===== src/rtl/eac_pkg.sv =====
package eac_pkg;

    localparam int MODE_W = 4;

    localparam logic [MODE_W-1:0] MODE_BASE_DISP     = 4'd0;
    localparam logic [MODE_W-1:0] MODE_BASE_IDX      = 4'd1;
    localparam logic [MODE_W-1:0] MODE_BASE_IDX_DISP = 4'd2;
    localparam logic [MODE_W-1:0] MODE_SIDX_DISP     = 4'd3;
    localparam logic [MODE_W-1:0] MODE_BASE_SIDX_DSP = 4'd4;
    localparam logic [MODE_W-1:0] MODE_PC_REL        = 4'd5;
    localparam logic [MODE_W-1:0] MODE_PRE_INDIRECT  = 4'd6;
    localparam logic [MODE_W-1:0] MODE_POST_INDIRECT = 4'd7;

    typedef enum logic {
        ST_IDLE = 1'b0,
        ST_WAIT = 1'b1
    } eac_state_e;

endpackage


===== src/rtl/eac_scaler.sv =====
module eac_scaler #(
    parameter int AW = 32,
    parameter int SW = 2
) (
    input  logic [AW-1:0] idx_in,
    input  logic [SW-1:0] scale_code,
    output logic [AW-1:0] idx_scaled
);
    localparam int NSHIFT = 1 << SW;

    logic [AW-1:0] shifted [NSHIFT];

    generate
        for (genvar k = 0; k < NSHIFT; k++) begin : g_shift
            assign shifted[k] = idx_in << k;
        end
    endgenerate

    assign idx_scaled = shifted[scale_code];
endmodule


===== src/rtl/eac_adder3.sv =====
module eac_adder3 #(
    parameter int AW = 32
) (
    input  logic [AW-1:0] op_a,
    input  logic [AW-1:0] op_b,
    input  logic [AW-1:0] op_c,
    output logic [AW-1:0] sum
);
    assign sum = op_a + op_b + op_c;
endmodule


===== src/rtl/eac_operand_sel.sv =====
module eac_operand_sel
    import eac_pkg::*;
#(
    parameter int AW = 32,
    parameter int DW = 16,
    parameter int SW = 2
) (
    input  logic [MODE_W-1:0] mode,
    input  logic [SW-1:0]     scale,
    input  logic [AW-1:0]     base_val,
    input  logic [AW-1:0]     index_val,
    input  logic [AW-1:0]     pc_val,
    input  logic [DW-1:0]     disp,
    input  logic [AW-1:0]     addr_field,
    output logic [AW-1:0]     op_a,
    output logic [AW-1:0]     op_b,
    output logic [AW-1:0]     op_c,
    output logic              needs_read,
    output logic              post_index,
    output logic              illegal
);
    localparam int EXT_W = AW - DW;

    logic [AW-1:0] disp_ext;
    logic [AW-1:0] idx_scaled;

    assign disp_ext = {{EXT_W{disp[DW-1]}}, disp};

    eac_scaler #(.AW(AW), .SW(SW)) u_scaler (
        .idx_in     (index_val),
        .scale_code (scale),
        .idx_scaled (idx_scaled)
    );

    always_comb begin
        op_a       = '0;
        op_b       = '0;
        op_c       = '0;
        needs_read = 1'b0;
        post_index = 1'b0;
        illegal    = 1'b0;
        case (mode)
            MODE_BASE_DISP: begin
                op_a = base_val;
                op_c = disp_ext;
            end
            MODE_BASE_IDX: begin
                op_a = base_val;
                op_b = index_val;
            end
            MODE_BASE_IDX_DISP: begin
                op_a = base_val;
                op_b = index_val;
                op_c = disp_ext;
            end
            MODE_SIDX_DISP: begin
                op_b = idx_scaled;
                op_c = disp_ext;
            end
            MODE_BASE_SIDX_DSP: begin
                op_a = base_val;
                op_b = idx_scaled;
                op_c = disp_ext;
            end
            MODE_PC_REL: begin
                op_a = pc_val;
                op_c = disp_ext;
            end
            MODE_PRE_INDIRECT: begin
                op_a       = addr_field;
                op_b       = index_val;
                needs_read = 1'b1;
            end
            MODE_POST_INDIRECT: begin
                op_a       = addr_field;
                needs_read = 1'b1;
                post_index = 1'b1;
            end
            default: begin
                illegal = 1'b1;
            end
        endcase
    end
endmodule


===== src/rtl/eff_addr_calc.sv =====
module eff_addr_calc
    import eac_pkg::*;
#(
    parameter int AW = 32,
    parameter int DW = 16,
    parameter int SW = 2
) (
    input  logic              clk,
    input  logic              rst_n,
    input  logic              start,
    input  logic [MODE_W-1:0] mode,
    input  logic [SW-1:0]     scale,
    input  logic [AW-1:0]     base_val,
    input  logic [AW-1:0]     index_val,
    input  logic [AW-1:0]     pc_val,
    input  logic [DW-1:0]     disp,
    input  logic [AW-1:0]     addr_field,
    output logic              mem_req,
    output logic [AW-1:0]     mem_addr,
    input  logic              mem_ack,
    input  logic [AW-1:0]     mem_rdata,
    output logic              done,
    output logic              err,
    output logic [AW-1:0]     ea_out
);
    typedef struct packed {
        eac_state_e    state;
        logic          mem_req;
        logic [AW-1:0] mem_addr;
        logic          done;
        logic          err;
        logic [AW-1:0] ea;
        logic [AW-1:0] idx_hold;
        logic          post;
    } eac_regs_t;

    eac_regs_t regs_d, regs_q;

    logic [AW-1:0] sel_a, sel_b, sel_c;
    logic          sel_read, sel_post, sel_illegal;
    logic [AW-1:0] front_sum;
    logic [AW-1:0] back_sum;
    logic [AW-1:0] back_idx;

    eac_operand_sel #(.AW(AW), .DW(DW), .SW(SW)) u_sel (
        .mode       (mode),
        .scale      (scale),
        .base_val   (base_val),
        .index_val  (index_val),
        .pc_val     (pc_val),
        .disp       (disp),
        .addr_field (addr_field),
        .op_a       (sel_a),
        .op_b       (sel_b),
        .op_c       (sel_c),
        .needs_read (sel_read),
        .post_index (sel_post),
        .illegal    (sel_illegal)
    );

    eac_adder3 #(.AW(AW)) u_front_add (
        .op_a (sel_a),
        .op_b (sel_b),
        .op_c (sel_c),
        .sum  (front_sum)
    );

    assign back_idx = regs_q.post ? regs_q.idx_hold : '0;

    eac_adder3 #(.AW(AW)) u_back_add (
        .op_a (mem_rdata),
        .op_b (back_idx),
        .op_c ('0),
        .sum  (back_sum)
    );

    always_comb begin
        regs_d      = regs_q;
        regs_d.done = 1'b0;
        regs_d.err  = 1'b0;
        case (regs_q.state)
            ST_IDLE: begin
                if (start) begin
                    if (sel_illegal) begin
                        regs_d.done = 1'b1;
                        regs_d.err  = 1'b1;
                        regs_d.ea   = '0;
                    end else if (sel_read) begin
                        regs_d.state    = ST_WAIT;
                        regs_d.mem_req  = 1'b1;
                        regs_d.mem_addr = front_sum;
                        regs_d.idx_hold = index_val;
                        regs_d.post     = sel_post;
                    end else begin
                        regs_d.done = 1'b1;
                        regs_d.ea   = front_sum;
                    end
                end
            end
            ST_WAIT: begin
                if (mem_ack) begin
                    regs_d.state   = ST_IDLE;
                    regs_d.mem_req = 1'b0;
                    regs_d.done    = 1'b1;
                    regs_d.ea      = back_sum;
                end
            end
            default: begin
                regs_d.state   = ST_IDLE;
                regs_d.mem_req = 1'b0;
            end
        endcase
    end

    always_ff @(posedge clk or negedge rst_n) begin
        if (!rst_n) begin
            regs_q <= '{state: ST_IDLE, mem_req: 1'b0, mem_addr: '0, done: 1'b0,
                        err: 1'b0, ea: '0, idx_hold: '0, post: 1'b0};
        end else begin
            regs_q <= regs_d;
        end
    end

    assign mem_req  = regs_q.mem_req;
    assign mem_addr = regs_q.mem_addr;
    assign done     = regs_q.done;
    assign err      = regs_q.err;
    assign ea_out   = regs_q.ea;
endmodule


===== config.mk =====
export PLATFORM = sky130hd
export DESIGN_NAME = eff_addr_calc
export DESIGN_NICKNAME = d
export VERILOG_FILES = /design/src/rtl/eac_pkg.sv /design/src/rtl/eac_scaler.sv /design/src/rtl/eac_adder3.sv /design/src/rtl/eac_operand_sel.sv /design/src/rtl/eff_addr_calc.sv
export SDC_FILE = /design/constraint.sdc
export NUM_CORES = 1
export LEC_CHECK = 0
export BUFFER_PORTS_ARGS = -buffer_cell sky130_fd_sc_hd__buf_4
export CAP_MARGIN = 20
export CORE_MARGIN = 4
export CORE_UTILIZATION = 40
export CTS_CLUSTER_SIZE = 10
export DETAILED_ROUTE_END_ITERATION = 8
export PLACE_DENSITY = 0.69
export SLEW_MARGIN = 40
export SYNTH_ARGS = -nofsm -noshare
export SYNTH_HDL_FRONTEND = slang
export SYNTH_SLANG_ARGS = --single-unit

===== constraint.sdc =====
create_clock -name clk -period 5.7 [get_ports clk]
set_input_delay 0.57 -clock clk [delete_from_list [all_inputs] [get_ports clk]]
set_output_delay 0.57 -clock clk [all_outputs]
set_load 0.02 [all_outputs]

==> run_results.csv, run 1 <==
group,metric,value,unit
global_route,antenna_found_initial,0,
global_route,grt_max_degree,62,
timing,fin_tns_setup,0,ns
clock_tree,numCtsBuffers,9,
clock_tree,postCtsSetupRepairBufs,0,
synth,avgSynthCellArea,8.89,µm²
global_route,grt.total_usage,22.4,%
worst_setup_path,setup.worst_path.end_class,"flip-flop",
global_route,grt_first_pass_wirelength,50.9,mm
flow_run,maxCapViolations,0,
worst_setup_path,cp_slowest_cell,"fa_1",
floorplan,die_h,168,µm
floorplan,io_pins,253,
drt,vias,9382,
floorplan,die_w,168,µm
drt,drtAntennaViolNets,0,
clock_tree,clock_path_buffers,2,
worst_setup_path,setup.worst_path.class,"in -> reg",
worst_setup_path,r2r_cells,12,
worst_setup_path,crit_top_cell,"buf_4",
timing,finalSetupViolCount,0,
floorplan,rows,58,
worst_hold_path,min_path_type,"in -> async",
place,numPortBuffers,252,
finish,final_nets,1586,
place,place_hpwl,27.1,mm
clock_tree,clock_sinks,101,
synth,synth_cells,1155,
drt,dr.pass1.iters,7,
outcome,status,"complete, no violations",
worst_setup_path,required,5.92,ns
worst_setup_path,worst_setup_path_start_kind,"input pin",
worst_setup_path,cp.depth,16,
clock_tree,cts_tree,"yes",
synth,ys_ff_latch,101,
drt,finalWirelength,32.8,mm
timing,maxSlewHeadroom,58.7,%
clock_tree,hold_buffers,0,
synth,synth_edf_count,0,
synth,synth-async-reset-ratio,100,%
timing,skew,0.0125,ns
clock_tree,clk_pin_slew_worst_paths,0.07,ns
timing,whs,0.196,ns
clock_tree,insertion_delay,0.35,ns
worst_setup_path,critical-path-top-delay-family,"compound AO/OA/AOI/OAI gates",
timing,final-hold-violation-count,0,
synth,yosys.cell_types.count,75,
synth,synth_fp_nets,1435,
finish,fillers,2468,
finish,area_growth,20.1,%
drt,drc_errors,0,
clock_tree,cts_resized,0,
synth,yosys-top-cells-count,"101 x dfrtp_1, 91 x nand2_1, 76 x inv_1",
floorplan,core-area,0.0253,mm²
synth,synthMostInstantiatedCell,"dfrtp_1",
floorplan,initial_utilization,40.7,%
synth,yosys.area.top_type,"dfrtp_1",
finish,multi_input_area,0.00676,mm²
worst_setup_path,path_cells,"buf_4 -> or3b_4 -> a21oi_4 -> buf_4 -> a22oi_1 -> fa_1 -> inv_1 -> ha_1 -> nand2_1 -> o221ai_1 -> a2111oi_2 -> a31oi_1 -> o41a_1 -> a221o_1 -> nor4_1 -> o211ai_1",
drt,drtIter0Drc,825,
drt,via_per_inst,5.72,
synth,synth_top_area_share,24.6,%
finish,drive_above_1_share,28.0,%
synth,synth_warnings,0,
place,gp_congestion,0.943,
timing,slew_viol_final,0,
clock_tree,h-tree-depth,3,
synth,yosys-top-cells-area,"dfrtp_1 25%, ha_1 7.4%, mux2_2 6.5%, fa_1 6.4%, buf_4 4.7%",
worst_setup_path,max_stage_delay,0.51,ns
global_route,grt-ovfl-total,0,
floorplan,die-area,0.0283,mm²
pwr,power.density,277,mW/mm²
synth,synth_seq_area_share,24.6,%
timing,fmax,204,MHz
worst_setup_path,path_buf_inv,3,
timing,timing.final.crit_share,86.0,%
global_route,grt_pass1_vias,9139,
timing,rsz0062_at_grt,"no",
worst_setup_path,crit_path_max_fanout,19,
synth,yosys_most_used_dff,"dfrtp_1",
finish,diodes,0,
finish,regArea,0.00253,mm²
clock_tree,clock-root-buffer,"clkbuf_16",
drt,wl_per_cell,20.0,µm
pwr,peakVddDrop,205,µV
synth,syn_area,0.0103,mm²
pwr,power.leakage,0.00602,µW
worst_setup_path,arrival,5.12,ns
timing,tightest_slew,0.618,ns
timing,finalCriticalPeriod,4.90,ns
## flip-flops by register name (all words and copies together) (netlist names)
name      cells
mem_addr     32
ea_out       32
mem_req       1
err           1
regs_q       34
done          1
## per-stage QoR
stage	setup WS [ns]	area, µm²	power [µW]	util, %	instances
2_1_floorplan	0.879	10300	2270	-	1155
4_1_cts	0.806	12300	3430	48.8	1641
3_3_place_gp	0.560	12000	2720	47.5	1625
3_5_place_dp	0.443	12000	2740	47.5	1625
6_report	0.797	12300	3420	48.8	1641
5_1_grt	0.387	12300	3640	48.8	1641
## logic make-up after synthesis
| logic type | Yosys count | share of synthesized area [%] |
|---|---|---|
| xor gates and xnor gates | 51 | 4.48 |
| muxes | 88 | 11.1 |
| AOI/OAI and AO/OA | 325 | 22.2 |
| and+or+nand+nor | 292 | 13.8 |
| adders and majority gates | 95 | 14.0 |
| buffers and inverters | 203 | 9.78 |
| DFF | 101 | 24.6 |
## cell usage in the layout, fill, tap and decap left out, types with 9 or more instances in the layout
| master | netlist | layout |
|---|---|---|
| a22oi_1 | 23 | 23 |
| ha_1 | 61 | 61 |
| xnor2_1 | 34 | 34 |
| dfrtp_1 | 101 | 100 |
| fa_1 | 33 | 33 |
| clkbuf_16 | 0 | 9 |
| buf_4 | 64 | 266 |
| a31oi_1 | 11 | 11 |
| nor2_1 | 71 | 69 |
| a21oi_1 | 69 | 69 |
| and3_1 | 14 | 14 |
| mux4_2 | 15 | 15 |
| a21o_1 | 27 | 27 |
| o21ai_0 | 58 | 58 |
| a221oi_1 | 15 | 15 |
| o21a_1 | 10 | 10 |
| inv_1 | 76 | 76 |
| a222oi_1 | 32 | 32 |
| nor3_1 | 13 | 13 |
| nand2_1 | 91 | 90 |
| and2_1 | 36 | 36 |
| xor2_1 | 16 | 16 |
| nand3_1 | 16 | 16 |
| a211oi_1 | 18 | 18 |
| nand4_1 | 9 | 9 |
| mux2i_1 | 13 | 13 |
| mux2_2 | 59 | 59 |
| nor2b_1 | 9 | 9 |
## worst paths after layout
kind                                                 end                startpoint  slack, ns
worst max-delay path              ea_out[31]$_DFFE_PN0P_                   mode[2]       0.80
worst min-delay path              ea_out[30]$_DFFE_PN0P_                     rst_n       0.20
worst max register to register    ea_out[30]$_DFFE_PN0P_     regs_q[0]$_DFFE_PN0P_       2.14
worst min register to register  mem_addr[28]$_DFFE_PN0P_  mem_addr[28]$_DFFE_PN0P_       0.48
max in group asynchronous         ea_out[24]$_DFFE_PN0P_                     rst_n       4.55
min in group clk                   regs_q[100]$_DFF_PN0_                   mem_ack       0.45
## per-layer routing
metal	wire (µm)	GRT usage, %
met1	15600	33.3
met2	14600	34.9
met3	2250	2.86
met4	411	5.40
met5	0	0
## worst register-to-register path, stage by stage (launching register included)
cell,delay [ns]
dfrtp_2,0.57
and2_1,0.24
ha_1,0.20
inv_1,0.07
fa_1,0.20
nor2b_1,0.07
o31a_1,0.26
o41a_1,0.45
a31o_2,0.32
a31oi_1,0.48
nand3_1,0.12
and4_1,0.21
a221o_1,0.25
## area by class of cell
cell class,count,share of cell area (%)
sequential,101,20.5
inverter,76,2.31
multi-input combinational,851,54.8
clock inverter,5,0.659
clock buffer,11,2.05
tap,330,3.35
timing repair buffer,267,16.3
## power by group
group,switching [µW],leakage [µW],internal [µW]
clock network,273,0.000162,410
registers,117,0.00125,910
logic,961,0.00461,751
total,1350,0.00602,2070
No activity file was read; power rests on OpenSTA's default activity.
==> run 2: changes to the inputs <==
--- a/config.mk
+++ b/config.mk
@@ -5,13 +5,13 @@
 export SDC_FILE = /design/constraint.sdc
 export NUM_CORES = 1
 export LEC_CHECK = 0
-export BUFFER_PORTS_ARGS = -buffer_cell sky130_fd_sc_hd__buf_4
 export CAP_MARGIN = 20
 export CORE_MARGIN = 4
 export CORE_UTILIZATION = 40
 export CTS_CLUSTER_SIZE = 10
 export DETAILED_ROUTE_END_ITERATION = 8
-export PLACE_DENSITY = 0.69
+export DONT_BUFFER_PORTS = 1
+export PLACE_DENSITY = 0.6
 export SLEW_MARGIN = 40
 export SYNTH_ARGS = -nofsm -noshare
 export SYNTH_HDL_FRONTEND = slang
==> run_results.csv, run 2 (synthesized netlist as in run 1, its figures left out) <==
group,metric,value,unit
finish,multi_input_area,0.00677,mm²
finish,post-route-util,41.3,%
timing,rsz0062_at_grt,"no",
timing,tightest_slew,0.788,ns
place,dp.cells,1370,
place,place_ws,0.426,ns
finish,final_cell_mix,"101 x dfrtp_1, 90 x nand2_1, 75 x inv_1",
timing,finalSetupViolCount,0,
floorplan,die_h,168,µm
finish,area_growth,1.69,%
worst_setup_path,setup.worst_path.class,"in -> reg",
clock_tree,h-tree-depth,3,
worst_hold_path,min_path_type,"in -> async",
clock_tree,numCtsBuffers,9,
clock_tree,clk_pin_slew_worst_paths,0.07,ns
pwr,power.density,292,mW/mm²
clock_tree,postCtsSetupRepairBufs,0,
outcome,status,"complete, no violations",
drt,drtIter0Drc,666,
finish,fillers,2542,
place,gp_congestion,0.920,
timing,skew,0.00666,ns
global_route,grt.total_usage,21.7,%
clock_tree,clock_path_buffers,2,
floorplan,die_w,168,µm
finish,regArea,0.00253,mm²
global_route,grt_first_pass_wirelength,48.8,mm
finish,stdcell_area,0.0104,mm²
finish,final_common_cell,"dfrtp_1",
global_route,grt-ovfl-total,0,
drt,finalWirelength,31.8,mm
timing,setup_ws,0.769,ns
timing,timing.final.crit_share,86.5,%
worst_setup_path,arrival,5.14,ns
global_route,grt_max_degree,102,
floorplan,core-area,0.0253,mm²
global_route,antenna_found_initial,1,
floorplan,rows,58,
floorplan,io_pins,253,
timing,maxSlewHeadroom,47.4,%
place,numPortBuffers,0,
pwr,peakVddDrop,156,µV
drt,dr.pass1.iters,7,
drt,drtAntennaViolNets,0,
timing,slew_viol_final,0,
place,place_hpwl,25.9,mm
worst_setup_path,crit_path_max_fanout,15,
timing,fin_tns_setup,0,ns
global_route,grt_pass1_vias,8234,
timing,finalCriticalPeriod,4.93,ns
clock_tree,cts_resized,0,
place,placed_area,0.0101,mm²
finish,final_nets,1333,
finish,top_register,"regs_q",
clock_tree,clock-root-buffer,"clkbuf_16",
floorplan,die-area,0.0283,mm²
finish,finalNonFillerCells,1387,
flow_run,maxCapViolations,0,
finish,largest_reg_flops,34,
drt,wl_per_cell,22.9,µm
drt,vias,8424,
drt,drc_errors,0,
floorplan,initial_utilization,40.7,%
timing,fmax,203,MHz
timing,final-hold-violation-count,0,
worst_setup_path,setup.worst_path.end_class,"flip-flop",
worst_setup_path,required,5.91,ns
finish,drive_above_1_share,10.6,%
clock_tree,clock_sinks,101,
clock_tree,cts_tree,"yes",
worst_setup_path,worst_setup_path_start_kind,"input pin",
clock_tree,insertion_delay,0.34,ns
drt,via_per_inst,6.07,
pwr,power.leakage,0.00479,µW
run 2: path summary, 6_finish.rpt:
path                                   startpoint                 endpoint  slack [ns]  cells past startpoint
setup / recovery                          mode[0]   ea_out[31]$_DFFE_PN0P_        0.77                     15
hold / removal                              rst_n  mem_addr[6]$_DFFE_PN0P_        0.15                      1
setup reg to reg            regs_q[0]$_DFFE_PN0P_   ea_out[30]$_DFFE_PN0P_        2.24                     12
hold reg to reg            regs_q[21]$_DFFE_PN0P_   regs_q[21]$_DFFE_PN0P_        0.50                      1
max in group asynchronous                   rst_n   ea_out[23]$_DFFE_PN0P_        5.15                      1
min in group clk                          mem_ack    regs_q[100]$_DFF_PN0_        0.32                      1
run 2: critical path, stage by stage:
cell and delay [ns]:
maj3_1 0.35, nor2_2 0.44, buf_4 0.29, a222oi_1 0.15
fa_1 0.56, inv_1 0.04, ha_1 0.32, and2_1 0.17
a221oi_1 0.42, a211o_1 0.27, a31oi_1 0.18, o41a_1 0.46
a221o_1 0.34, nor4_1 0.44, o211ai_1 0.14
run 2: cell type report:
type | count | area share, %
clock inverters | 4 | 0.707
diodes | 1 | 0.0240
multi-input cells | 851 | 64.9
well taps | 330 | 3.95
repair buffers | 14 | 1.23
clock buffers | 10 | 2.29
inverters | 76 | 2.73
flip-flops and latches | 101 | 24.2
run 2: metal layers:
layer	up-vias	routed length, µm	track usage, %
met2	308	14100	33.4
met3	22	2800	6.27
met4	0	392	3.95
met1	4129	14600	30.9
met5	-	0	0
li1	3965	-	-
run 2: stage by stage:
step / total power (µW) / hold slack, ns
after floorplan: 2270 / 0.274
after global placement: 2370 / 0.284
after detailed placement: 2390 / 0.285
after CTS: 3070 / 0.179
after global routing: 3260 / 0.188
final: 3050 / 0.151
run 2: where the power goes:
group          internal, µW  switching (µW)  total, µW
registers               909             315       1220
clock network           392             259        651
logic                   508             669       1180
total                  1810            1240       3050
run 2: repair_timing:
item / in CTS / in global routing
setup endpoints to repair: 0 / 0
hold buffers: 1 / 0
endpoints found under the hold margin: 101 / 0
==> run 3: changes to the inputs <==
--- a/config.mk
+++ b/config.mk
@@ -7,11 +7,11 @@
 export LEC_CHECK = 0
 export CAP_MARGIN = 20
 export CORE_MARGIN = 4
-export CORE_UTILIZATION = 40
+export CORE_UTILIZATION = 35
 export CTS_CLUSTER_SIZE = 10
 export DETAILED_ROUTE_END_ITERATION = 8
 export DONT_BUFFER_PORTS = 1
-export PLACE_DENSITY = 0.6
+export PLACE_DENSITY = 0.55
 export SLEW_MARGIN = 40
 export SYNTH_ARGS = -nofsm -noshare
 export SYNTH_HDL_FRONTEND = slang
==> constraint.sdc (replaced) <==
create_clock -name clk -period 5.4 [get_ports clk]
set_input_delay 0 -clock clk [delete_from_list [all_inputs] [get_ports clk]]
set_output_delay 0 -clock clk [all_outputs]
set_load 0.02 [all_outputs]
==> run_results.csv, run 3 (synthesized netlist as in run 1, its figures left out) <==
group,metric,value,unit
drt,drc_errors,0,
floorplan,die-area,0.0321,mm²
finish,largest_reg_flops,34,
timing,skew,0.00987,ns
finish,stdcell_area,0.0108,mm²
place,placed_area,0.0101,mm²
global_route,grt_first_pass_wirelength,51.5,mm
clock_tree,clock_path_buffers,2,
floorplan,rows,62,
worst_hold_path,min_path_type,"in -> reg",
finish,top_register,"regs_q",
drt,drtIter0Drc,709,
global_route,grt_max_degree,102,
clock_tree,postCtsSetupRepairBufs,0,
finish,fillers,3028,
place,gp_congestion,0.911,
flow_run,maxCapViolations,0,
pwr,power.leakage,0.00492,µW
outcome,status,"complete, no violations",
floorplan,die_w,179,µm
drt,dr.pass1.iters,8,
timing,finalSetupViolCount,0,
clock_tree,clock-root-buffer,"clkbuf_16",
clock_tree,numCtsBuffers,9,
drt,via_per_inst,5.72,
pwr,peakVddDrop,130,µV
worst_setup_path,crit_path_max_fanout,22,
finish,area_growth,5.42,%
place,dp.cells,1422,
timing,finalCriticalPeriod,4.38,ns
timing,rsz0062_at_grt,"no",
clock_tree,clk_pin_slew_worst_paths,0.07,ns
timing,whs,0.0873,ns
worst_setup_path,required,5.61,ns
timing,maxSlewHeadroom,48.4,%
floorplan,die_h,179,µm
finish,final_nets,1367,
global_route,grt.total_usage,20.8,%
place,numPortBuffers,0,
drt,vias,8453,
global_route,antenna_found_initial,2,
timing,slew_viol_final,0,
worst_setup_path,setup.worst_path.class,"in -> reg",
finish,final_common_cell,"dfrtp_1",
worst_setup_path,worst_setup_path_start_kind,"input pin",
timing,tightest_slew,0.773,ns
floorplan,core-area,0.0289,mm²
clock_tree,insertion_delay,0.35,ns
timing,fmax,229,MHz
worst_setup_path,setup.worst_path.end_class,"flip-flop",
pwr,power.density,298,mW/mm²
floorplan,io_pins,253,
drt,wl_per_cell,22.8,µm
place,place_hpwl,27.5,mm
finish,finalNonFillerCells,1477,
global_route,grt_pass1_vias,8548,
floorplan,initial_utilization,35.6,%
clock_tree,clock_sinks,101,
global_route,grt-ovfl-total,0,
timing,fin_tns_setup,0,ns
timing,timing.final.crit_share,81.0,%
finish,final_cell_mix,"99 x dfrtp_1, 90 x nand2_1, 76 x inv_1",
timing,final-hold-violation-count,0,
finish,post-route-util,37.5,%
drt,drtAntennaViolNets,0,
worst_setup_path,arrival,4.59,ns
clock_tree,h-tree-depth,3,
drt,finalWirelength,33.7,mm
clock_tree,cts_tree,"yes",
finish,drive_above_1_share,10.2,%
-- run 3: cell count changes in the layout (fill, tap and decap cells not counted), moves of 2 or more --
cell and change:
buf_4 -2, clkinv_2 +2, dfrtp_1 -2, dfrtp_2 +2, dlygate4sd3_1 +37, inv_6 +2
-- run 3: critical path: stages --
cell	delay, ns
nor4bb_4	0.70
buf_4	0.41
a222oi_1	0.17
fa_1	0.55
inv_1	0.04
ha_1	0.32
and2_1	0.17
a221oi_1	0.40
a211o_1	0.26
a31oi_1	0.18
o41a_1	0.46
a221o_1	0.34
nor4_1	0.43
o211ai_1	0.14
-- run 3: power breakdown --
group | total [µW] | switching, µW | internal (µW)
registers | 1310 | 354 | 959
logic | 1260 | 706 | 550
clock network | 653 | 295 | 358
-- run 3: cell type report --
type | instances | area, µm² | area share (%)
clock buffer | 9 | 225 | 2.08
clock inverter | 6 | 62.6 | 0.578
tap | 384 | 480 | 4.44
inverter | 76 | 285 | 2.64
antenna | 2 | 5.00 | 0.0462
sequential | 101 | 2530 | 23.4
multi-input combinational | 851 | 6760 | 62.5
timing repair buffer | 48 | 473 | 4.37
-- run 3: final timing paths --
kind / from / end / slack [ns] / cells after the start
min in group asynchronous: rst_n / mem_req$_DFFE_PN0P_ / 0.23 / 2
setup reg to reg: regs_q[0]$_DFFE_PN0P_ / ea_out[26]$_DFFE_PN0P_ / 1.88 / 12
hold / removal: mem_rdata[31] / ea_out[31]$_DFFE_PN0P_ / 0.09 / 3
hold reg to reg: regs_q[19]$_DFFE_PN0P_ / regs_q[19]$_DFFE_PN0P_ / 0.50 / 1
max in group asynchronous: rst_n / regs_q[0]$_DFFE_PN0P_ / 4.73 / 2
setup / recovery: mode[3] / ea_out[31]$_DFFE_PN0P_ / 1.02 / 14
-- run 3: per-stage QoR --
stage                     setup slack [ns]  total power [µW]
after floorplan                       1.15              2390
after global placement               0.794              2530
after detailed placement             0.641              2540
after CTS                             1.00              3250
after global routing                 0.688              3450
final                                 1.02              3220
-- run 3: metal layers --
metal / up-vias / wire length [µm] / GRT usage, %
met5: - / 13 / 0
met4: 2 / 535 / 4.89
met3: 27 / 2580 / 3.92
met2: 289 / 15000 / 32.0
met1: 4115 / 15600 / 30.1
li1: 4020 / - / -
-- run 3: what timing repair did --
item	4_1_cts	5_1_grt
hold endpoints to repair	138	0
gates resized for setup	0	0
hold buffers	38	0
